$ cat config.mk
export PLATFORM = sky130hd
export DESIGN_NAME = evirq_unit
export DESIGN_NICKNAME = d
export VERILOG_FILES = /design/src/rtl/evirq_pkg.sv /design/src/rtl/evirq_regs.sv /design/src/rtl/evirq_fanout.sv /design/src/rtl/evirq_unit.sv
export SDC_FILE = /design/constraint.sdc
export NUM_CORES = 1
export LEC_CHECK = 0
export ABC_CLOCK_PERIOD_IN_PS = 1000
export BUFFER_PORTS_ARGS = -buffer_cell sky130_fd_sc_hd__clkbuf_2
export CELL_PAD_IN_SITES_DETAIL_PLACEMENT = 1
export CELL_PAD_IN_SITES_GLOBAL_PLACEMENT = 2
export CORE_ASPECT_RATIO = 1.5
export CORE_MARGIN = 2
export CORE_UTILIZATION = 27
export DETAILED_ROUTE_END_ITERATION = 8
export PLACE_DENSITY = 0.82
export SLEW_MARGIN = 20
export SYNTH_ARGS = -nofsm -noshare
export SYNTH_HDL_FRONTEND = slang
export SYNTH_SLANG_ARGS = --single-unit
$ cat constraint.sdc
create_clock -name clk_i -period 1 [get_ports clk_i]
set_input_delay 0.1 -clock clk_i [delete_from_list [all_inputs] [get_ports clk_i]]
set_output_delay 0.1 -clock clk_i [all_outputs]
set_load 0.02 [all_outputs]
$ cat src/rtl/evirq_pkg.sv
package evirq_pkg;
  localparam int DATA_W  = 32;
  localparam int ADDR_W  = 4;
  localparam int NUM_IRQ = 13;

  localparam logic [ADDR_W-1:0] A_EVT   = 4'h1;
  localparam logic [ADDR_W-1:0] A_MSK   = 4'h2;
  localparam logic [ADDR_W-1:0] A_MGMT  = 4'h8;
  localparam logic [ADDR_W-1:0] A_TXCTL = 4'hC;

  localparam int B_HBEAT = 31;
  localparam int B_BABRX = 30;
  localparam int B_BABTX = 29;
  localparam int B_GSTOP = 28;
  localparam int B_TXFRM = 27;
  localparam int B_TXBUF = 26;
  localparam int B_RXFRM = 25;
  localparam int B_RXBUF = 24;
  localparam int B_MGMT  = 23;
  localparam int B_BUSER = 22;
  localparam int B_LCOL  = 21;
  localparam int B_RLIM  = 20;
  localparam int B_UNDR  = 19;
  localparam int B_LOW   = B_UNDR;  // lowest mapped bit

  // source event bit of each irq line, line 0 first
  localparam int IRQ_SRC [NUM_IRQ] = '{
    B_TXFRM, B_TXBUF, B_UNDR, B_RLIM, B_RXFRM, B_RXBUF, B_MGMT,
    B_LCOL, B_HBEAT, B_GSTOP, B_BUSER, B_BABTX, B_BABRX
  };
endpackage

$ cat src/rtl/evirq_regs.sv
module evirq_regs
  import evirq_pkg::*;
(
  input  logic              clk_i,
  input  logic              rst_ni,
  input  logic              wr_en_i,
  input  logic [ADDR_W-1:0] wr_addr_i,
  input  logic [DATA_W-1:0] wr_data_i,
  input  logic [DATA_W-1:0] evt_set_i,
  output logic [DATA_W-1:0] evt_o,
  output logic [DATA_W-1:0] msk_o
);
  logic              hit_evt, hit_msk, hit_mgmt, hit_tx;
  logic [DATA_W-1:0] evt_q, msk_q, evt_d, clr, int_set;

  assign hit_evt  = wr_en_i && (wr_addr_i == A_EVT);
  assign hit_msk  = wr_en_i && (wr_addr_i == A_MSK);
  assign hit_mgmt = wr_en_i && (wr_addr_i == A_MGMT);
  assign hit_tx   = wr_en_i && (wr_addr_i == A_TXCTL);

  always_comb begin
    int_set          = '0;
    int_set[B_MGMT]  = hit_mgmt;
    int_set[B_GSTOP] = hit_tx & wr_data_i[0];
    clr              = hit_evt ? wr_data_i : '0;
    // sets applied after clear: set wins
    evt_d            = (evt_q & ~clr) | evt_set_i | int_set;
  end

  always_ff @(posedge clk_i or negedge rst_ni) begin
    if (!rst_ni) begin
      evt_q <= '0;
      msk_q <= '0;
    end else begin
      evt_q <= evt_d;
      if (hit_msk) msk_q <= wr_data_i;
    end
  end

  assign evt_o = evt_q;
  assign msk_o = msk_q;


  w1c_chk: assert property (@(posedge clk_i) disable iff (!rst_ni)
    (hit_evt && evt_set_i == '0) |=> evt_q == ($past(evt_q) & ~$past(wr_data_i)));

  set_wins_chk: assert property (@(posedge clk_i) disable iff (!rst_ni)
    1'b1 |=> ((evt_q & $past(evt_set_i)) == $past(evt_set_i)));

  mask_load_chk: assert property (@(posedge clk_i) disable iff (!rst_ni)
    hit_msk |=> msk_q == $past(wr_data_i));

  mgmt_evt_chk: assert property (@(posedge clk_i) disable iff (!rst_ni)
    hit_mgmt |=> evt_q[B_MGMT]);

  sticky_chk: assert property (@(posedge clk_i) disable iff (!rst_ni)
    (!wr_en_i && evt_set_i == '0) |=> $stable(evt_q));
endmodule

$ cat src/rtl/evirq_fanout.sv
module evirq_fanout
  import evirq_pkg::*;
(
  input  logic               clk_i,
  input  logic               rst_ni,
  input  logic [DATA_W-1:0]  evt_i,
  input  logic [DATA_W-1:0]  msk_i,
  output logic [NUM_IRQ-1:0] irq_o
);
  for (genvar k = 0; k < NUM_IRQ; k++) begin : g_line
    assign irq_o[k] = evt_i[IRQ_SRC[k]] & msk_i[IRQ_SRC[k]];
  end


  masked_off_chk: assert property (@(posedge clk_i) disable iff (!rst_ni)
    (msk_i[DATA_W-1:B_LOW] == '0) |-> (irq_o == '0));

  low_bits_chk: assert property (@(posedge clk_i) disable iff (!rst_ni)
    $stable(evt_i[DATA_W-1:B_LOW]) && $stable(msk_i[DATA_W-1:B_LOW]) |-> $stable(irq_o));

  line_count_chk: assert property (@(posedge clk_i) disable iff (!rst_ni)
    $countones(irq_o) == $countones(evt_i[DATA_W-1:B_LOW] & msk_i[DATA_W-1:B_LOW]));
endmodule

$ cat src/rtl/evirq_unit.sv
module evirq_unit
  import evirq_pkg::*;
(
  input  logic               clk_i,
  input  logic               rst_ni,
  input  logic               wr_en_i,
  input  logic [ADDR_W-1:0]  wr_addr_i,
  input  logic [DATA_W-1:0]  wr_data_i,
  input  logic [ADDR_W-1:0]  rd_addr_i,
  output logic [DATA_W-1:0]  rd_data_o,
  input  logic [DATA_W-1:0]  evt_set_i,
  output logic [NUM_IRQ-1:0] irq_o
);
  logic [DATA_W-1:0] evt, msk;

  evirq_regs u_regs (
    .clk_i     (clk_i),
    .rst_ni    (rst_ni),
    .wr_en_i   (wr_en_i),
    .wr_addr_i (wr_addr_i),
    .wr_data_i (wr_data_i),
    .evt_set_i (evt_set_i),
    .evt_o     (evt),
    .msk_o     (msk)
  );

  evirq_fanout u_fanout (
    .clk_i  (clk_i),
    .rst_ni (rst_ni),
    .evt_i  (evt),
    .msk_i  (msk),
    .irq_o  (irq_o)
  );

  always_comb begin
    unique case (rd_addr_i)
      A_EVT:   rd_data_o = evt;
      A_MSK:   rd_data_o = msk;
      default: rd_data_o = '0;
    endcase
  end


  gstop_chk: assert property (@(posedge clk_i) disable iff (!rst_ni)
    (wr_en_i && wr_addr_i == A_TXCTL && wr_data_i[0]) |=> evt[B_GSTOP]);

  rst_quiet_chk: assert property (@(posedge clk_i)
    $rose(rst_ni) |-> (evt == '0 && msk == '0 && irq_o == '0));
endmodule

Word-level counts from Yosys, hierarchy flattened

Cells that the tools add are included.

Equal/unequal tests: 6
Muxes and demuxes: 2
Bitwise logic cells: 18
Reduce and logical (&&, ||, !) cells: 4

Operator list:

| cell                                                             | count |
|---|---|
| 32-bit one-hot mux with 2 select lines                           | 1 |
| 32-bit bitwise AND                                               | 1 |
| 32-bit two-way mux                                               | 1 |
| 32-bit inverter                                                  | 1 |
| 32-bit by 29-bit OR with 32-bit output                           | 1 |
| 32-bit OR                                                        | 1 |
| 1-bit bitwise AND                                                | 14 |
| 4-bit by 1-bit == test with 1-bit output (second input constant) | 2 |
| 4-bit by 2-bit == test with 1-bit output (second input constant) | 2 |
| 4-bit == test (second input constant)                            | 2 |
| 1-bit logical AND                                                | 4 |

Bits in registers: 64
Input bits: 75
Output and inout port bits: 45
Logic and storage cells: 32

Logic depth before layout (Yosys ltp)

Word-level depth: 7
Mapped depth: 4

By module

From an unflattened synthesis, not the netlist that was laid out.

Cells, all modules: 334
Area total of the unflattened synthesis: 3631.0 µm²

By module, submodules not included:

| module       | times used | cells an instance | area each (µm²) | sequential area each (µm²) |
|---|---|---|---|---|
| evirq_regs   | 1          | 206               | 2665.1          | 1601.5 |
| evirq_unit   | 1          | 115               | 884.6           | 0.0 |
| evirq_fanout | 1          | 13                | 81.3            | 0.0 |

Least setup slack after synthesis

OpenSTA, ideal clock, no wires.

Path kind: input-to-reg
From: in wr_addr_i[0]
To: reg u_regs.msk_q[10], in the netlist u_regs.msk_o[10]
Setup time: 0.125 ns
Arrival: 1.150 ns
Slack: -0.275 ns
Stages: 4
Path buffers: 2
Path through: buf_6 -> nor4_4 -> buf_6 -> mux2_4

Cells in the longest elaborated chain, start to end: 2

Ends and longest elaborated chain:

| element                                  | RTL line         | RTL |
|---|---|---|
| from (decl)                              | evirq_unit.sv:7  | `input logic [ADDR_W-1:0] wr_addr_i,` |
| 4-bit by 2-bit == test with 1-bit output | evirq_regs.sv:17 | `assign hit_msk = wr_en_i && (wr_addr_i == A_MSK);` |
| 1-bit logical AND                        | evirq_regs.sv:17 |  |
| to (signal assigned)                     | evirq_regs.sv:36 | `if (hit_msk) msk_q <= wr_data_i;` |
| to (decl)                                | evirq_regs.sv:14 | `logic [DATA_W-1:0] evt_q, msk_q, evt_d, clr, int_set;` |

Every way passes these cells.
A chain may end at the register's enable or synchronous reset.

Worst setup path after layout

From: in rd_addr_i[1]
To: out rd_data_o[25]

Cells in the longest elaborated chain, start to end: 2

Ends and longest elaborated chain:

| element                                                                                              | RTL line         | RTL |
|---|---|---|
| from (decl)                                                                                          | evirq_unit.sv:9  | `input logic [ADDR_W-1:0] rd_addr_i,` |
| 4-bit by 2-bit == test with 1-bit output or 4-bit by 1-bit == test with 1-bit output (tied branches) | evirq_unit.sv:36 | `unique case (rd_addr_i)` |
| 32-bit one-hot mux with 2 select lines *                                                             | evirq_unit.sv:36 |  |
| to (decl)                                                                                            | evirq_unit.sv:10 | `output logic [DATA_W-1:0] rd_data_o,` |

Mark *: on every way between the ends. The rest lies on a longest branch, timed or not.

==> reports/summary.txt <==
===========================================================================
DIE WIDTH                                                          90.41 um
GRT Util Overall                                                     17.96%
Clock tree buffer depth                                                   2
Routed wire length                                                 11.14 mm
CTS Root Buffer Type                                           sky130_fd_sc_hd__clkbuf_16
Crit-path max cell delay                                            0.27 ns
Reported leakage power                                             2.577 nW
Warnings, synthesis                                                       0
Height of the die                                                  133.6 um
Minimum setup slack in the final design                          -0.2660 ns
Fin Setup TNS                                                     -8.653 ns
Power per standard cell area                                    1525 nW/um2
Violated checks                                                setup timing
Post-route clock skew                                                  0 ns
WL/cell                                                            19.02 um
Remaining Overflow, GRT                                                   0
HP Class                                                          in -> reg
Worst Path Max Fanout                                                     6
Data arrival time at the worst-slack endpoint                       1.17 ns
Setup repair after global routing missed its margin                    true
Number of H-tree levels                                                   3
Required time reported for the critical path endpoint               0.90 ns
# Max-Cap Violations                                                      0
Run status                                                     finished, violations left
Core region area                                                  11000 um2
Max Clock Freq                                                    789.9 MHz
TritonCTS Buffers                                                         9
Placer's final routability congestion estimate                       0.7230
Post-synthesis average cell area                                  12.81 um2
Cell count after synthesis                                              236
First-pass GRT wire length                                         16.51 mm
Critical-path cell with the highest stage delay                sky130_fd_sc_hd__nor4b_4
CTS tree                                                               done
Mean number of vias per cell                                          4.695
Number of nets at the end of the flow                                   509
Hold WS                                                          0.01214 ns
Endpoint type of the worst setup path                          primary output
Pin count of the biggest net entering global routing                     31
Vias after detailed routing                                            2751
1st-pass router iterations                                                4
Std cell rows                                                            47
Minimum clock period after layout                                  1.266 ns
WS Path Type                                                      in -> out
Initial cell density of the core                                     27.50%
Iteration-0 DRC Markers                                                  55
Count of state elements after synthesis                                  64
Antenna diode instance count                                              0
Register area share after synthesis                                  52.96%
Startpoint type of the worst setup path                          input port
Port Buffer Count                                                       119
Number of hold-slack violations in the final timing report                0
Number of cells on the worst hold path                                    3
VDD IR-drop max                                                   0.8626 mV
Critical path cell sequence                                    buf_8, nor4b_4, buf_6, buf_12, a22o_1, clkbuf_8
Antenna violations before repair                                          0
Number of global-route vias before repair                              3146
HPWL after detailed placement                                      6.923 mm
Transition time of the tightest slew-check pin                    0.4050 ns
Skew-Pair Late Insertion Delay                                      0.33 ns
Post-Syn Nets                                                           311
Unique masters post-synth                                                22
Fraction of final layout cells sized beyond drive strength 1         64.69%
IO Pins                                                                 120
Number of sinks on the clock net                                         64
Share of the clock period used by the worst path                     126.6%
Die Outline Area                                                  12080 um2
Number of design rule violations left after detail routing                0
Post-Synthesis Cell Area                                           3024 um2
Normalized max-slew margin                                           72.63%
Setup violation total in the final timing report                         46
Final ANT Viol Nets                                                       0
CTS clk-pin slew, worst paths                                       0.05 ns
Cell depth of the worst flop-to-flop path                                 2
Growth of design area from synthesis to finish                       92.80%
Max-slew violation count                                                  0
Total chip power                                                 0.008889 W
===========================================================================
-- final timing paths --
check	from	endpoint	slack, ns
worst max-delay path	rd_addr_i[1]	rd_data_o[25]	-0.27
worst min-delay path	evt_set_i[31]	u_regs.evt_o[31]	0.01
worst max register to register	u_regs.evt_o[23]	u_regs.evt_o[23]	-0.02
worst min register to register	u_regs.evt_o[14]	u_regs.evt_o[14]	0.50
max in group asynchronous	rst_ni	u_regs.evt_o[23]	0.34
min in group asynchronous	rst_ni	u_regs.evt_o[25]	0.19
-- metal layers --
layer	share of wire, %	track usage (%)	wire (um)	vias up
li1	-	-	-	1270
met1	36	18.82	4008	1387
met2	58	34.00	6483	79
met3	3.6	4.412	404	15
met4	2.2	7.265	248	0
met5	0	0	0	-
-- placed cells by master, fill, tap and decap left out, types with 20 or more instances in the layout --
master and instances:
sky130_fd_sc_hd__buf_4 29, sky130_fd_sc_hd__buf_8 29, sky130_fd_sc_hd__mux2_4 24, sky130_fd_sc_hd__buf_6 22, sky130_fd_sc_hd__dfrtp_1 63, sky130_fd_sc_hd__a21o_1 23, sky130_fd_sc_hd__clkbuf_2 68, sky130_fd_sc_hd__a22o_4 30
sky130_fd_sc_hd__nand3_2 20, sky130_fd_sc_hd__dlygate4sd3_1 34
-- stage by stage --
stage | std cells | setup WS, ns | util, % | area, um2
floorplan | 236 | -0.2140 | - | 3450
global placement | 504 | -0.3262 | 38.72 | 4258
detailed placement | 504 | -0.3994 | 38.72 | 4258
CTS | 566 | -0.2893 | 49.20 | 5410
global route | 586 | -0.2956 | 53.02 | 5831
finish | 586 | -0.2660 | 53.02 | 5831
-- cell type report --
cell class	instances	area (um2)
clock inverters	5	80.08
clock buffers	11	242.7
flip-flops and latches	64	1603
repair buffers	202	1976
multi-input cells	148	1712
well taps	147	183.9
inverters	9	33.78
fillers	1114	5166
-- cells in the mapped netlist (all sizes together) --
library cell  count  share of area [%]
dfrtp            64                 53
a22o             32                9.3
mux2             32                 14
nand3            24                4.0
a21o             23                5.7
and2             14                2.9
buf              13                3.3
inv               9                1.1
a31oi             8                1.7
nor2              7               0.87
nor4b             3                1.8
clkbuf            2               0.25
a221o             1               0.33
a311o             1               0.33
nand2             1               0.12
nor4              1               0.70
nor4bb            1               0.33
-- power by group --
part	leakage (nW)	internal (W)	switching, W
clock network	0.152	0.00224	0.00114
logic	1.75	0.00145	0.000849
registers	0.675	0.00291	0.000294
total	2.58	0.00661	0.00228
-- state kept, by name (all words and copies together), names as in the netlist --
name	cells
u_regs.msk_o	32
u_regs.evt_o	32
-- worst max-delay path, delay by kind of cell --
kind	cells	cell delay, ns
AND/OR/NAND/NOR	1	0.27
buffers and inverters	4	0.60
AO/OA/AOI/OAI	1	0.18
-- what timing repair did --
action / CTS / global route
pin swaps: 12 / 20
hold buffers: 34 / 0
endpoints found under the hold margin: 96 / 0
gates resized for setup: 82 / 100
endpoints found under the setup margin: 53 / 78
cloned: 4 / 4
buffers inserted: 8 / 16
-- cell families after synthesis --
logic type             count (synthesis)  share of synthesized area (%)
AO/OA/AOI/OAI                         65                          17.29
buffers and inverters                 24                          4.675
flip-flops                            64                          52.96
AND/OR/NAND/NOR                       51                          10.67
multiplexers                          32                          14.40
Power figures use the tool's default switching activity.
